===== src/rtl/rx_credit_pkg.sv =====
package rx_credit_pkg;
    typedef enum logic [1:0] {
        SEL_ALLOC = 2'd0,
        SEL_LOW   = 2'd1,
        SEL_HIGH  = 2'd2,
        SEL_CFG   = 2'd3
    } reg_sel_e;

    localparam int FORCE_BIT = 31;
    localparam int FC_EN_BIT = 4;
endpackage


===== src/rtl/rcf_regs.sv =====
module rcf_regs
    import rx_credit_pkg::*;
#(
    parameter int CNT_W = 8
) (
    input  logic             clk,
    input  logic             rst_n,
    input  logic             wr_en,
    input  logic [1:0]       wr_sel,
    input  logic [CNT_W-1:0] wr_val,
    input  logic             wr_en_bit,
    output logic [CNT_W-1:0] low_thr,
    output logic [CNT_W-1:0] high_thr,
    output logic             fc_en
);
    typedef struct packed {
        logic [CNT_W-1:0] low;
        logic [CNT_W-1:0] high;
        logic             en;
    } regs_t;

    regs_t r_d, r_q;

    always_comb begin
        r_d = r_q;
        if (wr_en) begin
            case (reg_sel_e'(wr_sel))
                SEL_LOW:  r_d.low  = wr_val;
                SEL_HIGH: r_d.high = wr_val;
                SEL_CFG:  r_d.en   = wr_en_bit;
                default:  r_d = r_q;
            endcase
        end
    end

    always_ff @(posedge clk) begin
        if (!rst_n) r_q <= '0;
        else        r_q <= r_d;
    end

    assign low_thr  = r_q.low;
    assign high_thr = r_q.high;
    assign fc_en    = r_q.en;


    low_write_chk: assert property (@(posedge clk) disable iff (!rst_n)
        (wr_en && wr_sel == 2'd1) |=> (low_thr == $past(wr_val)));
endmodule


===== src/rtl/rcf_counter.sv =====
module rcf_counter #(
    parameter int CNT_W = 8
) (
    input  logic             clk,
    input  logic             rst_n,
    input  logic             add_v,
    input  logic             load_v,
    input  logic [CNT_W-1:0] val,
    input  logic             consume,
    output logic [CNT_W-1:0] cnt_next,
    output logic [CNT_W-1:0] cnt
);
    localparam int SUM_W = CNT_W + 1;
    localparam logic [SUM_W-1:0] MAX_V = SUM_W'((1 << CNT_W) - 1);

    logic [CNT_W-1:0] cnt_d, cnt_q;
    logic [SUM_W-1:0] sum;

    always_comb begin
        sum = {1'b0, cnt_q};
        if (add_v) sum = sum + {1'b0, val};
        if (consume && sum != '0) sum = sum - 1'b1;
        if (sum > MAX_V) sum = MAX_V;
        cnt_d = load_v ? val : sum[CNT_W-1:0];
    end

    always_ff @(posedge clk) begin
        if (!rst_n) cnt_q <= '0;
        else        cnt_q <= cnt_d;
    end

    assign cnt_next = cnt_d;
    assign cnt      = cnt_q;


    floor_zero_chk: assert property (@(posedge clk) disable iff (!rst_n)
        (consume && cnt == '0 && !add_v && !load_v) |=> (cnt == '0));

    dec_one_chk: assert property (@(posedge clk) disable iff (!rst_n)
        (consume && cnt != '0 && !add_v && !load_v) |=> (cnt == $past(cnt) - 1'b1));

    force_load_chk: assert property (@(posedge clk) disable iff (!rst_n)
        load_v |=> (cnt == $past(val)));
endmodule


===== src/rtl/rcf_pause.sv =====
module rcf_pause #(
    parameter int CNT_W = 8
) (
    input  logic             clk,
    input  logic             rst_n,
    input  logic             fc_en,
    input  logic [CNT_W-1:0] cnt_upd,
    input  logic [CNT_W-1:0] low_thr,
    input  logic [CNT_W-1:0] high_thr,
    output logic             pause
);
    logic pause_d, pause_q;

    always_comb begin
        pause_d = pause_q;
        if (!fc_en)                 pause_d = 1'b0;
        else if (cnt_upd < low_thr) pause_d = 1'b1;
        else if (cnt_upd >= high_thr) pause_d = 1'b0;
    end

    always_ff @(posedge clk) begin
        if (!rst_n) pause_q <= 1'b0;
        else        pause_q <= pause_d;
    end

    assign pause = pause_q;


    disabled_chk: assert property (@(posedge clk) disable iff (!rst_n)
        !fc_en |=> !pause);

    set_chk: assert property (@(posedge clk) disable iff (!rst_n)
        (fc_en && cnt_upd < low_thr) |=> pause);

    clear_chk: assert property (@(posedge clk) disable iff (!rst_n)
        (fc_en && cnt_upd >= high_thr && cnt_upd >= low_thr) |=> !pause);

    hold_chk: assert property (@(posedge clk) disable iff (!rst_n)
        (fc_en && cnt_upd >= low_thr && cnt_upd < high_thr) |=> $stable(pause));
endmodule


===== src/rtl/rx_credit_fc.sv =====
module rx_credit_fc
    import rx_credit_pkg::*;
#(
    parameter int CNT_W = 8
) (
    input  logic             clk,
    input  logic             rst_n,
    input  logic             wr_en,
    input  logic [1:0]       wr_sel,
    input  logic [31:0]      wr_data,
    input  logic             consume,
    output logic [CNT_W-1:0] credit_cnt,
    output logic             pause_req
);
    logic [CNT_W-1:0] low_thr, high_thr, cnt_upd;
    logic             fc_en, alloc_wr, add_v, load_v;
    logic             unused_wr_bits;

    assign unused_wr_bits = ^wr_data;
    assign alloc_wr = wr_en && (wr_sel == SEL_ALLOC);
    assign add_v    = alloc_wr && !wr_data[FORCE_BIT];
    assign load_v   = alloc_wr &&  wr_data[FORCE_BIT];

    rcf_regs #(.CNT_W(CNT_W)) u_regs (
        .clk(clk), .rst_n(rst_n), .wr_en(wr_en), .wr_sel(wr_sel),
        .wr_val(wr_data[CNT_W-1:0]), .wr_en_bit(wr_data[FC_EN_BIT]),
        .low_thr(low_thr), .high_thr(high_thr), .fc_en(fc_en)
    );

    rcf_counter #(.CNT_W(CNT_W)) u_cnt (
        .clk(clk), .rst_n(rst_n), .add_v(add_v), .load_v(load_v),
        .val(wr_data[CNT_W-1:0]), .consume(consume),
        .cnt_next(cnt_upd), .cnt(credit_cnt)
    );

    rcf_pause #(.CNT_W(CNT_W)) u_pause (
        .clk(clk), .rst_n(rst_n), .fc_en(fc_en), .cnt_upd(cnt_upd),
        .low_thr(low_thr), .high_thr(high_thr), .pause(pause_req)
    );
endmodule


===== config.mk =====
export PLATFORM = sky130hd
export DESIGN_NAME = rx_credit_fc
export DESIGN_NICKNAME = d
export VERILOG_FILES = /design/src/rtl/rx_credit_pkg.sv /design/src/rtl/rcf_regs.sv /design/src/rtl/rcf_counter.sv /design/src/rtl/rcf_pause.sv /design/src/rtl/rx_credit_fc.sv
export SDC_FILE = /design/constraint.sdc
export NUM_CORES = 1
export LEC_CHECK = 0
export BUFFER_PORTS_ARGS = -buffer_cell sky130_fd_sc_hd__buf_2
export CAP_MARGIN = 20
export CORE_MARGIN = 2
export CORE_UTILIZATION = 25
export DETAILED_ROUTE_END_ITERATION = 12
export GPL_TIMING_DRIVEN = 0
export SLEW_MARGIN = 20
export SYNTH_ARGS = -nofsm -noshare
export SYNTH_HDL_FRONTEND = slang
export SYNTH_HIERARCHICAL = 1
export SYNTH_SLANG_ARGS = --single-unit
export TNS_END_PERCENT = 100

===== constraint.sdc =====
create_clock -name clk -period 4.1 [get_ports clk]
set_input_delay 0.205 -clock clk [delete_from_list [all_inputs] [get_ports clk]]
set_output_delay 0.205 -clock clk [all_outputs]
set_load 0.05 [all_outputs]

==> impl_metrics.ini, run 1 <==
[worst_setup_path]
worstSetupPathType = reg2reg
cp.arrival_ps = 4120
critPathLaunchType = flop
cp-end-kind = flop
cp_max_fo = 3
cp_data_required_time_ps = 4300

[power_and_ir_drop]
switching_share_pct = 48.5
max-vdd-ir-drop_v = 0.000197
p_int_w = 0.000928
power.share.clock_pct = 7.9
p_sw_w = 0.000875
comb_power_share_pct = 73.6
p_leak_nw = 1.11
p_per_area_mw_per_mm2 = 658
p_seq_share_pct = 18.5

[flow_run]
maxCapViolations = 0

[drt]
via_count = 2023
viasPerCell = 5.01
wire_per_inst_um = 14.6
dr.pass1.iters = 4
drc = 0
ant_nets = 0
drt-total-wl_mm = 5.90
drt_iter0_markers = 94

[clock_tree]
clock-sinks = 26
cts-buffers-inserted = 3
hold_buffers = 0
cts_tree = done
h-tree-depth = 1
clockBufferDepth = 2
clkTransAtPathRegs_ps = 90
cts_root_buf = clkbuf_8
clk_latency_ps = 270

[global_routing]
gr-total-overflow = 0
grt_pass1_wl_mm = 9.70
grtUsageTotal_pct = 12.1
grt_pass1_vias = 2037
antenna_found_initial = 0
grt_max_degree = 14

[finish]
diodes = 0
final_nets = 362
drive_above_1_share_pct = 27.0
layout_commonest_cell = nand2_1
layout_common_cells = 37 x nand2_1, 26 x buf_2, 24 x dfxtp_1
area_delta_synth_final_pct = 24.1
instances_no_fill = 404

[yosys]
synth_cell_type_count = 62
syn_area_mm2 = 0.00221
synthCells = 262
synth-seq-area-share_pct = 23.6
yosys_warnings = 6
ys_ff_latch = 26
synth_edf_count = 0
synth.net_count = 326
synthesis.area_per_instance_um2 = 8.43
synth_ff_type = dfxtp_1
synthArstFlopShare_pct = 0

[sta]
slew_headroom_pct = 68.2
whs_ps = 246
clock.fmax_ghz = 0.255
finClkSkew_ps = 3.19
period_share_pct = 95.7
setup_viol = 0
worstMarginPinSlew_ps = 478
post-route-min-period_ps = 3920
report.final.slew_viol_count = 0
final_hold_viol_count = 0

[floorplan]
core_mm2 = 0.00864
die_area_mm2 = 0.00960
start_util_pct = 25.6
io_pins = 47
die_y_um = 98.0
die-width_um = 98.0
rows = 34

[placement]
placedCellCount = 393
hpwl_mm = 4.45
gp_congestion = 0.835
place.port_buffers = 23

[run_status]
run_status = completed

[hold_path]
hp-class = in2reg
==> per-layer routing <==
layer | global-route usage [%] | up-vias | share of wire, % | wire, µm
met2 | 21.4 | 35 | 51 | 2990
met4 | 3.10 | 0 | 0.75 | 44
met3 | 1.72 | 4 | 4.9 | 287
met5 | 0 | - | 0 | 0
met1 | 15.6 | 958 | 44 | 2580
li1 | - | 1026 | - | -
==> worst max-delay path, cell delays in order (launching register included) <==
cell and delay, ps:
dfxtp_2 350, ha_2 190, fa_2 420, a211oi_2 230, buf_4 150, buf_4 100, o31a_1 120, o311a_1 180
o211ai_1 90, or4b_4 570, nand2_4 100, xnor2_2 80, a2bb2oi_2 150, inv_1 50, ha_1 260, or3b_2 450
o2111ai_2 100, a21oi_1 110, o22ai_2 160
==> registers in the layout, summed over array words and instances, names as in the netlist <==
name / count
u_regs/low_thr: 8
u_regs/fc_en: 1
u_pause/pause: 1
u_cnt/cnt: 8
u_regs/high_thr: 8
==> synthesized netlist by cell type, drive strengths merged, types with 3 or more instances <==
library cell	count	area, µm²
a211oi	6	50.1
a21oi	19	95.1
a2bb2oi	6	52.6
buf	7	46.3
clkbuf	4	15.0
dfxtp	26	521
ha	25	313
inv	20	75.1
mux2i	20	200
nand2	38	145
nand2b	4	25.0
nand3	10	50.1
nand4	3	18.8
nor2	4	15.0
nor3	6	35.0
nor4b	3	38.8
o21a	3	22.5
o21ai	10	50.1
xnor2	7	61.3
==> kinds of logic after synthesis <==
logic type               share of synthesized area (%)
AND/OR/NAND/NOR                                   20.9
AO/OA/AOI/OAI                                     20.5
buffers and inverters                             6.34
adder cells (fa/ha/maj)                           15.1
flip-flops                                        23.6
multiplexers                                      10.1
XOR/XNOR                                          3.57
==> power groups by stage <==
stage          Clock, W  Combinational [W]  Sequential [W]
5_1_grt        0.000163            0.00146        0.000341
2_1_floorplan         0           0.000755        0.000437
6_report       0.000142            0.00133        0.000334
3_5_place_dp          0            0.00109        0.000333
3_3_place_gp          0            0.00107        0.000332
4_1_cts        0.000153            0.00116        0.000330
==> final timing paths <==
check                           slack, ps          startpoint  depth (start not counted)                  to
worst max-delay path                  180        u_cnt/cnt[0]                         18       u_pause/pause
worst max register to register        180        u_cnt/cnt[0]                         18       u_pause/pause
worst min register to register        460  u_regs/high_thr[4]                          2  u_regs/high_thr[4]
worst min-delay path                  250               rst_n                          3        u_cnt/cnt[7]
==> layout make-up <==
class	count	area, µm²
inverter	21	78.8
tap	108	135
buffer	11	75.1
sequential	26	523
clock buffer	3	41.3
fill	914	5900
timing repair buffer	31	175
multi-input combinational	204	1710
==> what timing repair did <==
| action | in CTS | in global routing |
|---|---|---|
| endpoints found under the hold margin | 0 | 0 |
| resized for setup | 12 | 27 |
| setup endpoints to repair | 1 | 1 |
| pin swaps | 3 | 9 |
| buffers inserted | 4 | 4 |
==> metrics by stage <==
step | setup WS (ps) | TNS [ps] | utilization, % | area [µm²] | total power [W]
floorplan | 11.5 | 0 | - | 2210 | 0.00119
global placement | -761 | -761 | 28.5 | 2460 | 0.00140
detailed placement | -766 | -766 | 28.5 | 2460 | 0.00142
CTS | 11.4 | 0 | 29.9 | 2580 | 0.00164
global route | -12.9 | -12.9 | 31.7 | 2740 | 0.00197
finish | 177 | 0 | 31.7 | 2740 | 0.00180
Note: power is estimated with default switching activity, not from simulation.
==> run 2, diff against run 1 <==
--- a/config.mk
+++ b/config.mk
@@ -11,6 +11,7 @@
 export CORE_UTILIZATION = 25
 export DETAILED_ROUTE_END_ITERATION = 12
 export GPL_TIMING_DRIVEN = 0
+export MAX_ROUTING_LAYER = met4
 export SLEW_MARGIN = 20
 export SYNTH_ARGS = -nofsm -noshare
 export SYNTH_HDL_FRONTEND = slang
==> constraint.sdc (replaced) <==
create_clock -name clk -period 4.45 [get_ports clk]
set_input_delay 0.2225 -clock clk [delete_from_list [all_inputs] [get_ports clk]]
set_output_delay 0.2225 -clock clk [all_outputs]
set_load 0.05 [all_outputs]
==> run 2 against run 1 <==
Fmax decreased by 7.4%. Core utilization decreased by 1.8 points. Power decreased by 14%. Combinational power decreased by 18%. First-iteration DRC count decreased by 30%. Flip-flop and latch count unchanged. Via count decreased by 1.8%. Sequential power decreased by 9.3%. Largest cell class unchanged. Largest power group unchanged.
==> impl_metrics.ini, run 2 (same netlist as run 1, synthesis figures left out) <==
[run_status]
run_status = completed

[worst_setup_path]
cp_slowest_cell = or4b_1
cp-end-kind = flop
critPathTopFamily = compound AO/OA/AOI/OAI gates
crit_chain = ha_1 -> fa_1 -> a211oi_2 -> o31ai_1 -> xnor2_1 -> o311a_1 -> o21ai_1 -> o21a_1 -> nor3_4 -> clkbuf_4 -> a2bb2oi_2 -> ha_1 -> a21oi_1 -> nor2b_1 -> or4b_1 -> o22ai_1
cp_num_cells = 16
cp.arrival_ps = 4430
worstSetupPathType = reg2reg
cp_max_fo = 10
path_common_cell = ha_1
cp_data_required_time_ps = 4650
crit_buf_inv = 1
crit_path_max_incr_delay_ps = 510
rr_worst_depth = 16
critPathLaunchType = flop

[floorplan]
die-width_um = 98.0
start_util_pct = 25.6
die_area_mm2 = 0.00960
die_y_um = 98.0
rows = 34
core_mm2 = 0.00864
io_pins = 47

[placement]
hpwl_mm = 4.47
placedCellCount = 393
gp_congestion = 0.787
place.port_buffers = 23

[finish]
post-route-util_pct = 30.0
drive_above_1_share_pct = 19.7
area_delta_synth_final_pct = 17.2
instances_no_fill = 402
layout_commonest_cell = nand2_1
diodes = 0
layout_common_cells = 37 x nand2_1, 27 x buf_2, 26 x dfxtp_1
final_nets = 359

[power_and_ir_drop]
p_leak_nw = 1.08
p_seq_share_pct = 19.6
p_per_area_mw_per_mm2 = 597
comb_power_share_pct = 70.4
p_int_w = 0.000796
power.share.clock_pct = 10.0
switching_share_pct = 48.5
max-vdd-ir-drop_v = 0.000162
p_sw_w = 0.000749

[sta]
worstMarginPinSlew_ps = 418
post-route-min-period_ps = 4240
setup_viol = 0
finClkSkew_ps = 3.54
final_hold_viol_count = 0
clock.fmax_ghz = 0.236
period_share_pct = 95.2
fin_setup_tns_ps = 0
report.final.slew_viol_count = 0
slew_headroom_pct = 72.0

[drt]
drc = 0
via_count = 1986
drt_iter0_markers = 66
ant_nets = 0
dr.pass1.iters = 4
viasPerCell = 4.94
wire_per_inst_um = 14.0
drt-total-wl_mm = 5.62

[clock_tree]
hold_buffers = 0
clock-sinks = 26
clockBufferDepth = 2
cts_root_buf = clkbuf_8
cts-buffers-inserted = 3
clk_latency_ps = 270
h-tree-depth = 1
clkTransAtPathRegs_ps = 90
cts_tree = done

[global_routing]
grt_pass1_vias = 1966
grtUsageTotal_pct = 12.1
grt_pass1_wl_mm = 9.32
grt_max_degree = 15
gr-total-overflow = 0
antenna_found_initial = 0

[hold_path]
hold_depth = 3
hp-class = in2reg

[flow_run]
maxCapViolations = 0
## run 2: changes by cell type in the layout (fill, tap and decap cells not counted), sizes merged
cell,delta
clkbuf,+2
buf,-4
## run 2: final cells by class
| cell class | instances | area, µm² |
|---|---|---|
| flip-flops and latches | 26 | 520 |
| plain buffers | 11 | 68.8 |
| well taps | 108 | 135 |
| inverters | 21 | 78.8 |
| fillers | 945 | 6050 |
| clock buffers | 4 | 55.1 |
| repair buffers | 28 | 153 |
| multi-input cells | 204 | 1580 |
## run 2: worst reg2reg max path: cells and delay by family (launching register included)
| family | cells | cell delay, ps |
|---|---|---|
| XOR/XNOR | 1 | 280 |
| adder cells (fa/ha/maj) | 3 | 960 |
| AND/OR/NAND/NOR | 3 | 850 |
| AO/OA/AOI/OAI | 8 | 1480 |
| flip-flops | 1 | 340 |
| buffers and inverters | 1 | 270 |
## run 2: path summary, 6_finish.rpt
| check | startpoint | to | slack (ps) |
|---|---|---|---|
| setup / recovery | u_cnt/cnt[0] | u_pause/pause | 210 |
| hold / removal | wr_data[4] | u_regs/fc_en | 250 |
| setup reg to reg | u_cnt/cnt[0] | u_pause/pause | 210 |
| hold reg to reg | u_regs/high_thr[2] | u_regs/high_thr[2] | 460 |
## run 2: repair_timing
item | in CTS | in global routing
setup buffers | 0 | 5
pin swaps | 0 | 2
setup endpoints to repair | 1 | 1
resized for setup | 3 | 9
## run 2: through the flow
step	instance area [µm²]	worst slack [ps]	hold WS, ps	power (W)
6_report	2590	214	250	0.00155
5_1_grt	2590	-18.7	250	0.00168
4_1_cts	2520	87.0	246	0.00149
3_5_place_dp	2460	-456	451	0.00131
3_3_place_gp	2460	-447	445	0.00129
2_1_floorplan	2210	318	339	0.00110
## run 2: routing by layer
| layer | vias up | wire, µm | GRT usage (%) |
|---|---|---|---|
| li1 | 1017 | - | - |
| met4 | 0 | 40 | 2.56 |
| met3 | 4 | 110 | 1.43 |
| met1 | 946 | 2720 | 15.3 |
| met2 | 19 | 2750 | 20.7 |
| met5 | - | 0 | - |
## run 2: power by group through the flow
stage               registers, W  logic, W  clock network [W]
floorplan               0.000402  0.000696                  0
CTS                     0.000301   0.00102           0.000162
global placement        0.000306  0.000988                  0
global route            0.000309   0.00120           0.000169
detailed placement      0.000306   0.00101                  0
finish                  0.000303   0.00109           0.000155
